### src/rtl/mhf_pkg.sv
package mhf_pkg;
  localparam int CRC_W  = 32;
  localparam int BYTE_W = 8;
  // Ethernet generator in shift-left form; bits enter LSB first
  localparam logic [CRC_W-1:0] CRC_POLY = 32'h04C1_1DB7;
  localparam logic [CRC_W-1:0] CRC_SEED = '1;
endpackage

### src/rtl/mhf_crc_byte.sv
// One byte of CRC update, unrolled bit by bit, bit 0 of the byte first.
module mhf_crc_byte
  import mhf_pkg::*;
(
  input  logic [CRC_W-1:0]  crc_i,
  input  logic [BYTE_W-1:0] byte_i,
  output logic [CRC_W-1:0]  crc_o
);
  logic [BYTE_W:0][CRC_W-1:0] stage;

  assign stage[0] = crc_i;

  for (genvar b = 0; b < BYTE_W; b++) begin : g_bit
    logic fb;
    assign fb = stage[b][CRC_W-1] ^ byte_i[b];
    assign stage[b+1] = {stage[b][CRC_W-2:0], 1'b0} ^ (fb ? CRC_POLY : '0);
  end

  assign crc_o = stage[BYTE_W];
endmodule

### src/rtl/mhf_addr_seq.sv
// Collects the address bytes and keeps the running CRC and group bit.
module mhf_addr_seq
  import mhf_pkg::*;
#(
  parameter int ADDR_BYTES = 6
) (
  input  logic              clk,
  input  logic              rst_n,
  input  logic              in_valid,
  input  logic              in_start,
  input  logic [BYTE_W-1:0] in_data,
  output logic              fin_o,
  output logic              grp_o,
  output logic [CRC_W-1:0]  crc_o
);
  localparam int CNT_W = $clog2(ADDR_BYTES + 1);

  logic [CNT_W-1:0] cnt_q, cnt_nxt;
  logic [CRC_W-1:0] crc_q, seed, crc_nxt;
  logic             grp_q;
  logic             busy, take;

  assign busy = (cnt_q != '0) && (cnt_q < CNT_W'(ADDR_BYTES));
  assign take = in_valid && (in_start || busy);
  assign seed = in_start ? CRC_SEED : crc_q;

  mhf_crc_byte u_crc (
    .crc_i  (seed),
    .byte_i (in_data),
    .crc_o  (crc_nxt)
  );

  assign cnt_nxt = in_start ? CNT_W'(1) : cnt_q + CNT_W'(1);
  assign grp_o   = in_start ? in_data[0] : grp_q;
  assign fin_o   = take && (cnt_nxt == CNT_W'(ADDR_BYTES));
  assign crc_o   = crc_nxt;

  always_ff @(posedge clk or negedge rst_n) begin
    if (!rst_n) begin
      cnt_q <= '0;
      crc_q <= CRC_SEED;
      grp_q <= 1'b0;
    end else if (take) begin
      cnt_q <= cnt_nxt;
      crc_q <= crc_nxt;
      grp_q <= grp_o;
    end
  end
endmodule

### src/rtl/mhf_hash_table.sv
// Bit table in NUM_REGS words; entry numbering is MSB-first inside a word.
module mhf_hash_table #(
  parameter int NUM_REGS = 8,
  parameter int REG_W    = 32,
  localparam int SEL_W   = $clog2(NUM_REGS),
  localparam int BIT_W   = $clog2(REG_W),
  localparam int HASH_W  = SEL_W + BIT_W
) (
  input  logic              clk,
  input  logic              rst_n,
  input  logic              wr_en,
  input  logic [SEL_W-1:0]  wr_addr,
  input  logic [REG_W-1:0]  wdata,
  input  logic [SEL_W-1:0]  rd_addr,
  output logic [REG_W-1:0]  rdata,
  input  logic [HASH_W-1:0] idx_i,
  output logic              hit_o
);
  logic [NUM_REGS-1:0][REG_W-1:0] words;
  logic [SEL_W-1:0]               sel;
  logic [BIT_W-1:0]               bitpos;

  for (genvar r = 0; r < NUM_REGS; r++) begin : g_reg
    logic [REG_W-1:0] word_q;
    always_ff @(posedge clk or negedge rst_n) begin
      if (!rst_n)
        word_q <= '0;
      else if (wr_en && (wr_addr == SEL_W'(r)))
        word_q <= wdata;
    end
    assign words[r] = word_q;
  end

  assign rdata  = words[rd_addr];
  assign sel    = idx_i[HASH_W-1 -: SEL_W];
  assign bitpos = BIT_W'(REG_W - 1) - idx_i[BIT_W-1:0];
  assign hit_o  = words[sel][bitpos];
endmodule

### src/rtl/mhf_group_filter.sv
module mhf_group_filter
  import mhf_pkg::*;
#(
  parameter int ADDR_BYTES = 6,
  parameter int NUM_REGS   = 8,
  parameter int REG_W      = 32
) (
  input  logic                        clk,
  input  logic                        rst_n,
  input  logic                        in_valid,
  input  logic                        in_start,
  input  logic [7:0]                  in_data,
  input  logic                        reg_wr_en,
  input  logic [$clog2(NUM_REGS)-1:0] reg_wr_addr,
  input  logic [REG_W-1:0]            reg_wdata,
  input  logic [$clog2(NUM_REGS)-1:0] reg_rd_addr,
  output logic [REG_W-1:0]            reg_rdata,
  output logic                        dec_valid,
  output logic                        dec_group,
  output logic                        dec_accept
);
  localparam int HASH_W = $clog2(NUM_REGS) + $clog2(REG_W);

  logic             fin, grp, hit;
  logic [CRC_W-1:0] crc;

  mhf_addr_seq #(.ADDR_BYTES(ADDR_BYTES)) u_seq (
    .clk      (clk),
    .rst_n    (rst_n),
    .in_valid (in_valid),
    .in_start (in_start),
    .in_data  (in_data),
    .fin_o    (fin),
    .grp_o    (grp),
    .crc_o    (crc)
  );

  // Table read and lookup see the pre-write contents in the same cycle
  mhf_hash_table #(.NUM_REGS(NUM_REGS), .REG_W(REG_W)) u_tbl (
    .clk     (clk),
    .rst_n   (rst_n),
    .wr_en   (reg_wr_en),
    .wr_addr (reg_wr_addr),
    .wdata   (reg_wdata),
    .rd_addr (reg_rd_addr),
    .rdata   (reg_rdata),
    .idx_i   (crc[CRC_W-1 -: HASH_W]),
    .hit_o   (hit)
  );

  always_ff @(posedge clk or negedge rst_n) begin
    if (!rst_n) begin
      dec_valid  <= 1'b0;
      dec_group  <= 1'b0;
      dec_accept <= 1'b0;
    end else begin
      dec_valid  <= fin;
      dec_group  <= fin && grp;
      dec_accept <= fin && grp && hit;
    end
  end
endmodule

### config.mk
export PLATFORM = sky130hd
export DESIGN_NAME = mhf_group_filter
export DESIGN_NICKNAME = d
export VERILOG_FILES = /design/src/rtl/mhf_pkg.sv /design/src/rtl/mhf_crc_byte.sv /design/src/rtl/mhf_addr_seq.sv /design/src/rtl/mhf_hash_table.sv /design/src/rtl/mhf_group_filter.sv
export SDC_FILE = /design/constraint.sdc
export NUM_CORES = 1
export LEC_CHECK = 0
export BUFFER_PORTS_ARGS = -buffer_cell sky130_fd_sc_hd__buf_2
export CAP_MARGIN = 40
export CELL_PAD_IN_SITES_DETAIL_PLACEMENT = 1
export CELL_PAD_IN_SITES_GLOBAL_PLACEMENT = 2
export CORE_UTILIZATION = 47
export DETAILED_ROUTE_END_ITERATION = 10
export PLACE_DENSITY_LB_ADDON = 0.05
export REMOVE_ABC_BUFFERS = 1
export SYNTH_ARGS = -nofsm -noshare
export SYNTH_HDL_FRONTEND = slang
export SYNTH_SLANG_ARGS = --single-unit
### constraint.sdc
create_clock -name clk -period 6.32 [get_ports clk]
set_input_delay 1.264 -clock clk [delete_from_list [all_inputs] [get_ports clk]]
set_output_delay 1.264 -clock clk [all_outputs]
set_load 0.01 [all_outputs]
==> out/summary.txt, run 1 <==
Critical Path Fanout Max - 43
Yosys cell types - 59
Worst Hold Path EP - u_seq.crc_q[6]$_DFFE_PN1P_
Total core area - 33800 um2
# resized after CTS - 0
Die W - 188 um
Sink Count - 295
GRT Total Usage - 27.7%
R2r worst-path depth - 10
WL met1 - 21.2 mm
Nets - 1388
Vias - 11000
Post-synthesis sequential area ratio - 45.6%
Worst Min Path Start - u_seq.crc_q[6]$_DFFE_PN1P_
WP data arrival - 4980 ps
Multiplexer share of the synthesized area - 35.2%
Clock transition at path regs - 60 ps
Synth Area in Simple Gates - 7.19%
Hpwl dp - 29.4 mm
EDFF count, synth - 0
Post-CTS setup buffer count - 0
Ys Warns - 0
Cell Pwr Density - 486 nW/um2
Vias in the first global route - 11900
Ys async rst share - 100%
Row count - 67
RSZ-0062 raised after global routing - false
XOR/XNOR Fraction of Synth Area - 4.91%
Met3 Wirelength - 1.67 mm
Area Overhead vs Synth - 12.9%
Remaining DRCs - 0
Worst r2r src - u_seq.crc_q[31]$_DFFE_PN1P_
Pins Over Slew Limit - 0
GP Congestion - 0.762
Fmax - 219 MHz
Flop-to-flop setup slack - 2230 ps
Post-route setup TNS - 0 ps
Slew margin rel. - 37.8%
CP startpoint kind - input pin
Hold buffers post-CTS - 0
Final Cycle Share - 72.2%
Initial DRC count - 577
Fin. Hold Viols - 0
Setup skew after layout - 13.6 ps
Cells after synthesis - 1267
Synth Register Bits - 295
Area share of fa/ha/maj cells after synthesis - 0.154%
CTS Buf Count - 36
Largest family of logic cells by synthesized area - multiplexers
Crit Reg-Reg Endpoint - dec_accept$_DFF_PN0_
Global route total overflow - 0
Complex-gate fraction of the synthesized area - 4.37%
Synthesized area - 16300 um2
Status - completed
Leak Pwr - 7.63 nW
Largest net degree at the start of global routing - 141
VDD IR max - 0.000271 V
Initial antenna violation count - 2
Post-synth top flop - dfrtp_1
H-tree Lvls - 2
Post-DRT Antenna Nets - 0
Worst-Margin Slew - 933 ps
Drt pass-1 iters - 4
I/O Buffers - 85
Max Cap Violations - 0
Max Used Layer - met4
Average wire per standard cell - 25.9 um
Final Setup Violations - 0
Post-DR vias/cell - 6.08
WL met2 - 23.2 mm
CP Class - input pin to flop
Hold Path Class - flop to flop
CTS tree - built
CTS Buffer Depth - 3
Total Power - 0.00893 W
Min cycle time layout - 4570 ps
Post-Syn Area per Cell - 12.8 um2
Commonest non-fill, non-tap cell in the layout - mux2_2
Worst-Skew Late Latency - 530 ps
Layout cells sized above 1 - 44.2%
Initial Util - 48.2%
Global-route wire length before repair - 74.6 mm
Crit path capture type - flop
Full die area - 35400 um2
Die Ht - 188 um
Clock Root Buffer - clkbuf_16
Commonest non-fill, non-tap cells in the layout - mux2_2, dfrtp_1, nand2_1
Critical Path RT - 6730 ps
Hold Path Depth - 2
DRT Wirelength - 47.0 mm
Num ports - 86
report_power, final:
| part | leakage, nW | switching [W] | internal [W] | total, W |
|---|---|---|---|---|
| Combinational | 3.58 | 0.00222 | 0.00184 | 0.00406 |
| Sequential | 3.50 | 0.000399 | 0.00245 | 0.00285 |
| Clock | 0.549 | 0.000838 | 0.00118 | 0.00201 |
| Total | 7.63 | 0.00346 | 0.00547 | 0.00893 |
Yosys cell counts (4+ instances only):
cell type	count	area (um2)
or3_1	5	31.3
a21boi_0	5	37.5
o21ai_0	37	185
xor2_1	28	245
mux4_2	89	2000
a211o_1	4	35.0
buf_2	13	65.1
xnor2_1	56	490
a21oi_1	10	50.1
mux2_2	291	3280
a221oi_1	4	35.0
nor2_1	40	150
nor3_1	8	40.0
dfstp_2	32	841
nand3_1	22	110
mux2i_1	37	370
a311oi_1	5	43.8
dfrtp_1	263	6580
a31oi_1	4	25.0
inv_1	5	18.8
clkbuf_1	64	240
nand4_1	14	87.6
and3_1	12	75.1
nand2_1	140	526
buf_1	9	33.8
a211oi_1	5	37.5
worst max path at each step:
stage	cells after the start	slack, ps	endpoint	startpoint
6_report	11	1750	dec_accept$_DFF_PN0_	in_start
5_1_grt	12	1510	dec_accept$_DFF_PN0_	in_start
4_1_cts	12	1810	dec_accept$_DFF_PN0_	in_start
3_5_place_dp	12	1250	dec_accept$_DFF_PN0_	in_start
3_3_place_gp	12	1390	dec_accept$_DFF_PN0_	in_start
2_1_floorplan	8	930	dec_accept$_DFF_PN0_	in_data[0]
area by class of cell:
cell class / count / area, um2
Clock inverter: 9 / 105
Timing Repair Buffer: 122 / 738
Tap cell: 448 / 561
Fill cell: 3397 / 15400
Antenna cell: 1 / 2.50
Inverter: 5 / 18.8
Multi-Input combinational cell: 875 / 8500
Clock buffer: 55 / 1030
Sequential cell: 295 / 7420
metal layers:
layer	up-vias	GRT usage, %
li1	4832	-
met1	5877	38.6
met2	235	46.1
met3	65	3.61
met4	0	6.35
met5	-	0
state kept, by name, summed over array words and instances (netlist names):
name,flops
dec_group,1
u_tbl.g.word_q,256
u_seq.grp_q,1
u_seq.crc_q,32
u_seq.cnt_q,3
dec_valid,1
dec_accept,1
per-stage QoR:
stage | setup slack [ps] | area, um2 | cells | hold slack (ps) | util (%)
2_1_floorplan | 932 | 15900 | 1175 | 457 | -
3_3_place_gp | 1390 | 17200 | 1742 | 466 | 51.0
3_5_place_dp | 1250 | 17200 | 1745 | 474 | 51.0
4_1_cts | 1810 | 18400 | 1809 | 482 | 54.4
5_1_grt | 1510 | 18400 | 1809 | 506 | 54.4
6_report | 1750 | 18400 | 1810 | 479 | 54.4
cell families (layout without fill, tap and decap cells):
kind of cell,Yosys count,count (layout)
compound gates,104,104
xor+xnor,87,87
fa+ha+maj,2,2
buf+inv,97,191
flops,295,295
mux,420,420
other cells,0,1
simple gates,262,262
worst max-delay path, cell delays in order:
cell	delay, ps
buf_2	310
inv_1	210
and3_1	220
o211ai_1	520
and2_4	770
mux4_1	640
mux2i_1	170
a211oi_1	90
or3_1	430
o2111ai_1	190
nand3_1	110
No activity file was read; power rests on OpenSTA's default activity.
==> run 2: changes to the inputs <==
CORE_UTILIZATION = 44   (was 47)
clock period = 4.28 ns   (was 6.32 ns; I/O delays follow)
==> run 2 against run 1 <==
Worst setup slack worse by 1100 ps. Wire length rose by 2.8%. Register-to-register slack worse by 1600 ps. Sequential share of layout area shrank 0.70 points. Combinational power is 55% higher. Total power rose by 52%. Largest cell class unchanged.
==> out/summary.txt, run 2 (synthesized netlist as in run 1, its figures left out) <==
Family with the most delay on the worst path - simple AND/OR/NAND/NOR gates (unchanged)
Max Cap Violations - 0 (unchanged)
Setup ws final - 680 ps (was 1750 ps)
Fill count - 3681 (was 3397)
Row count - 70 (was 67)
Largest net degree at the start of global routing - 94 (was 141)
Hpwl dp - 30.5 mm (was 29.4 mm)
Worst-Margin Slew - 714 ps (was 933 ps)
Die W - 194 um (was 188 um)
Sw frac - 38.1% (was 38.7%)
Max reg flops - 256 (unchanged)
Global-route wire length before repair - 75.9 mm (was 74.6 mm)
VDD IR max - 0.000356 V (was 0.000271 V)
Remaining DRCs - 0 (unchanged)
Crit-path slowest cell - dfstp_2 (was and2_4)
Layout cells sized above 1 - 45.1% (was 44.2%)
Status - completed (unchanged)
Hold buffers post-CTS - 0 (unchanged)
CP Class - flop to flop (was input pin to flop)
Critical path depth - 11 (unchanged)
N_diodes - 0 (was 1)
Clock transition at path regs - 60 ps (about the same)
Initial antenna violation count - 0 (was 2)
Nets - 1408 (was 1388)
Clock power share - 22.9% (was 22.6%)
Post-CTS setup buffer count - 0 (unchanged)
Final Cycle Share - 84.1%
Fin. Hold Viols - 0 (unchanged)
H-tree Lvls - 2 (unchanged)
Crit-path max cell delay - 680 ps (was 770 ps)
Crit path capture type - flop (unchanged)
Average wire per standard cell - 26.1 um (was 25.9 um)
Setup skew after layout - 16.8 ps (was 13.6 ps)
Initial Util - 44.6% (was 48.2%)
Finished Cell Area - 18700 um2 (was 18400 um2)
CP cell instances - xor2_1 > and3_1 > a211o_1 > and2_4 > buf_4 > mux4_2 > mux2i_1 > a211oi_1 > or3_1 > o2111ai_1 > nand3_1 (was buf_2 > inv_1 > and3_1 > o211ai_1 > and2_4 > mux4_1 > mux2i_1 > a211oi_1 > or3_1 > o2111ai_1 > nand3_1)
Vias in the first global route - 11900 (about the same)
Worst-Skew Late Latency - 540 ps (was 530 ps)
Post-DR vias/cell - 5.93 (was 6.08)
Switch Pwr - 0.00519 W (was 0.00346 W)
Final Setup Violations - 0 (unchanged)
Vias - 11000 (about the same)
Pins Over Slew Limit - 0 (unchanged)
Internal power - 0.00842 W (was 0.00547 W)
Biggest register - u_tbl.g.word_q (unchanged)
Post-Place Setup Slack - 306 ps (was 1250 ps)
Min cycle time layout - 3600 ps
I/O Buffers - 85 (unchanged)
CP startpoint kind - flop (was input pin)
Post-DRT Antenna Nets - 0 (unchanged)
WP data arrival - 4010 ps (was 4980 ps)
CTS Buffer Depth - 3 (unchanged)
Post-DP Area - 17500 um2 (was 17200 um2)
Largest regs - u_tbl.g.word_q (256), u_seq.crc_q (32), u_seq.cnt_q (3) (unchanged)
RSZ-0062 raised after global routing - false (unchanged)
R2r worst-path depth - 11 (was 10)
Critical Path RT - 4680 ps (was 6730 ps)
CTS tree - built (unchanged)
Sequential share of power - 30.9% (was 31.9%)
Drt pass-1 iters - 5 (was 4)
Hold Path Class - input pin to async pin (was flop to flop)
DRT Wirelength - 48.3 mm (was 47.0 mm)
CTS Buf Count - 36 (unchanged)
Full die area - 37800 um2 (was 35400 um2)
Commonest non-fill, non-tap cell in the layout - mux2_2 (unchanged)
Combinational share of power - 46.1% (was 45.5%)
Critical Path Fanout Max - 19 (was 43)
Fmax - 278 MHz
Die Ht - 194 um (was 188 um)
Initial DRC count - 493 (was 577)
Num ports - 86 (unchanged)
GP Congestion - 0.774 (was 0.762)
# resized after CTS - 0 (unchanged)
GRT Total Usage - 26.8% (was 27.7%)
Sink Count - 295 (unchanged)
Total core area - 36500 um2 (was 33800 um2)
Commonest non-fill, non-tap cells in the layout - mux2_2, dfrtp_1, nand2_1 (unchanged)
Leak Pwr - 7.79 nW (was 7.63 nW)
Clock Root Buffer - clkbuf_16 (unchanged)
Worst path bufs/invs - 1 (was 2)
Area Overhead vs Synth - 14.9% (was 12.9%)
Cell Pwr Density - 728 nW/um2 (was 486 nW/um2)
Global route total overflow - 0 (unchanged)
Slew margin rel. - 52.1% (was 37.8%)
Post-route setup TNS - 0 ps (unchanged)
run 2: cell types whose count changed in the layout (fill, tap and decap cells not counted), moves of 2 or more:
| cell | delta |
|---|---|
| buf_2 | -2 |
| bufinv_16 | +2 |
| buf_4 | +14 |
| clkbuf_8 | +2 |
| buf_12 | +7 |
| clkbuf_1 | -3 |
run 2: stage by stage:
step                total power (W)  hold WS [ps]  cells  utilization [%]
finish                       0.0136           275   1848             51.2
global route                 0.0144           308   1848             51.2
CTS                          0.0138           288   1848             51.2
detailed placement           0.0106           472   1785             47.9
global placement             0.0105           466   1783             47.9
floorplan                   0.00817           457   1175                -
run 2: final timing paths:
check | from | to | slack, ps
worst max-delay path | u_seq.crc_q[31]$_DFFE_PN1P_ | dec_accept$_DFF_PN0_ | 680
min in group clk | u_seq.crc_q[5]$_DFFE_PN1P_ | u_seq.crc_q[5]$_DFFE_PN1P_ | 480
worst max register to register | u_seq.crc_q[31]$_DFFE_PN1P_ | dec_accept$_DFF_PN0_ | 680
max in group asynchronous | rst_n | u_tbl.g_reg[7].word_q[6]$_DFFE_PN0P_ | 2960
worst min register to register | u_seq.crc_q[5]$_DFFE_PN1P_ | u_seq.crc_q[5]$_DFFE_PN1P_ | 480
worst min-delay path | rst_n | u_tbl.g_reg[6].word_q[16]$_DFFE_PN0P_ | 270
run 2: final cells by class:
type	instances	area, um2	area share [%]
Sequential cell	295	7420	39.7
Inverter	5	18.8	0.100
Tap cell	468	586	3.13
Clock buffer	55	1070	5.74
Multi-Input combinational cell	875	8500	45.4
Timing Repair Buffer	142	985	5.27
Clock inverter	8	118	0.629
run 2: routing by layer:
metal	share of wire (%)	wire (um)	global-route usage, %
met1	46	22300	38.0
met2	49	23500	43.7
met3	3.3	1610	3.21
met4	1.7	837	6.97
met5	0	0	0
run 2: power by group through the flow:
| stage | sequential [W] | combinational (W) | clock, W |
|---|---|---|---|
| global route | 0.00430 | 0.00684 | 0.00328 |
| floorplan | 0.00402 | 0.00415 | 0 |
| global placement | 0.00422 | 0.00625 | 0 |
| finish | 0.00421 | 0.00628 | 0.00312 |
| CTS | 0.00420 | 0.00638 | 0.00319 |
| detailed placement | 0.00424 | 0.00634 | 0 |
run 2: worst reg2reg max path, stage by stage (launching register included):
cell and delay (ps):
dfstp_2 680, xor2_1 220, and3_1 220, a211o_1 260, and2_4 440, buf_4 250, mux4_2 520, mux2i_1 150
a211oi_1 80, or3_1 340, o2111ai_1 170, nand3_1 120
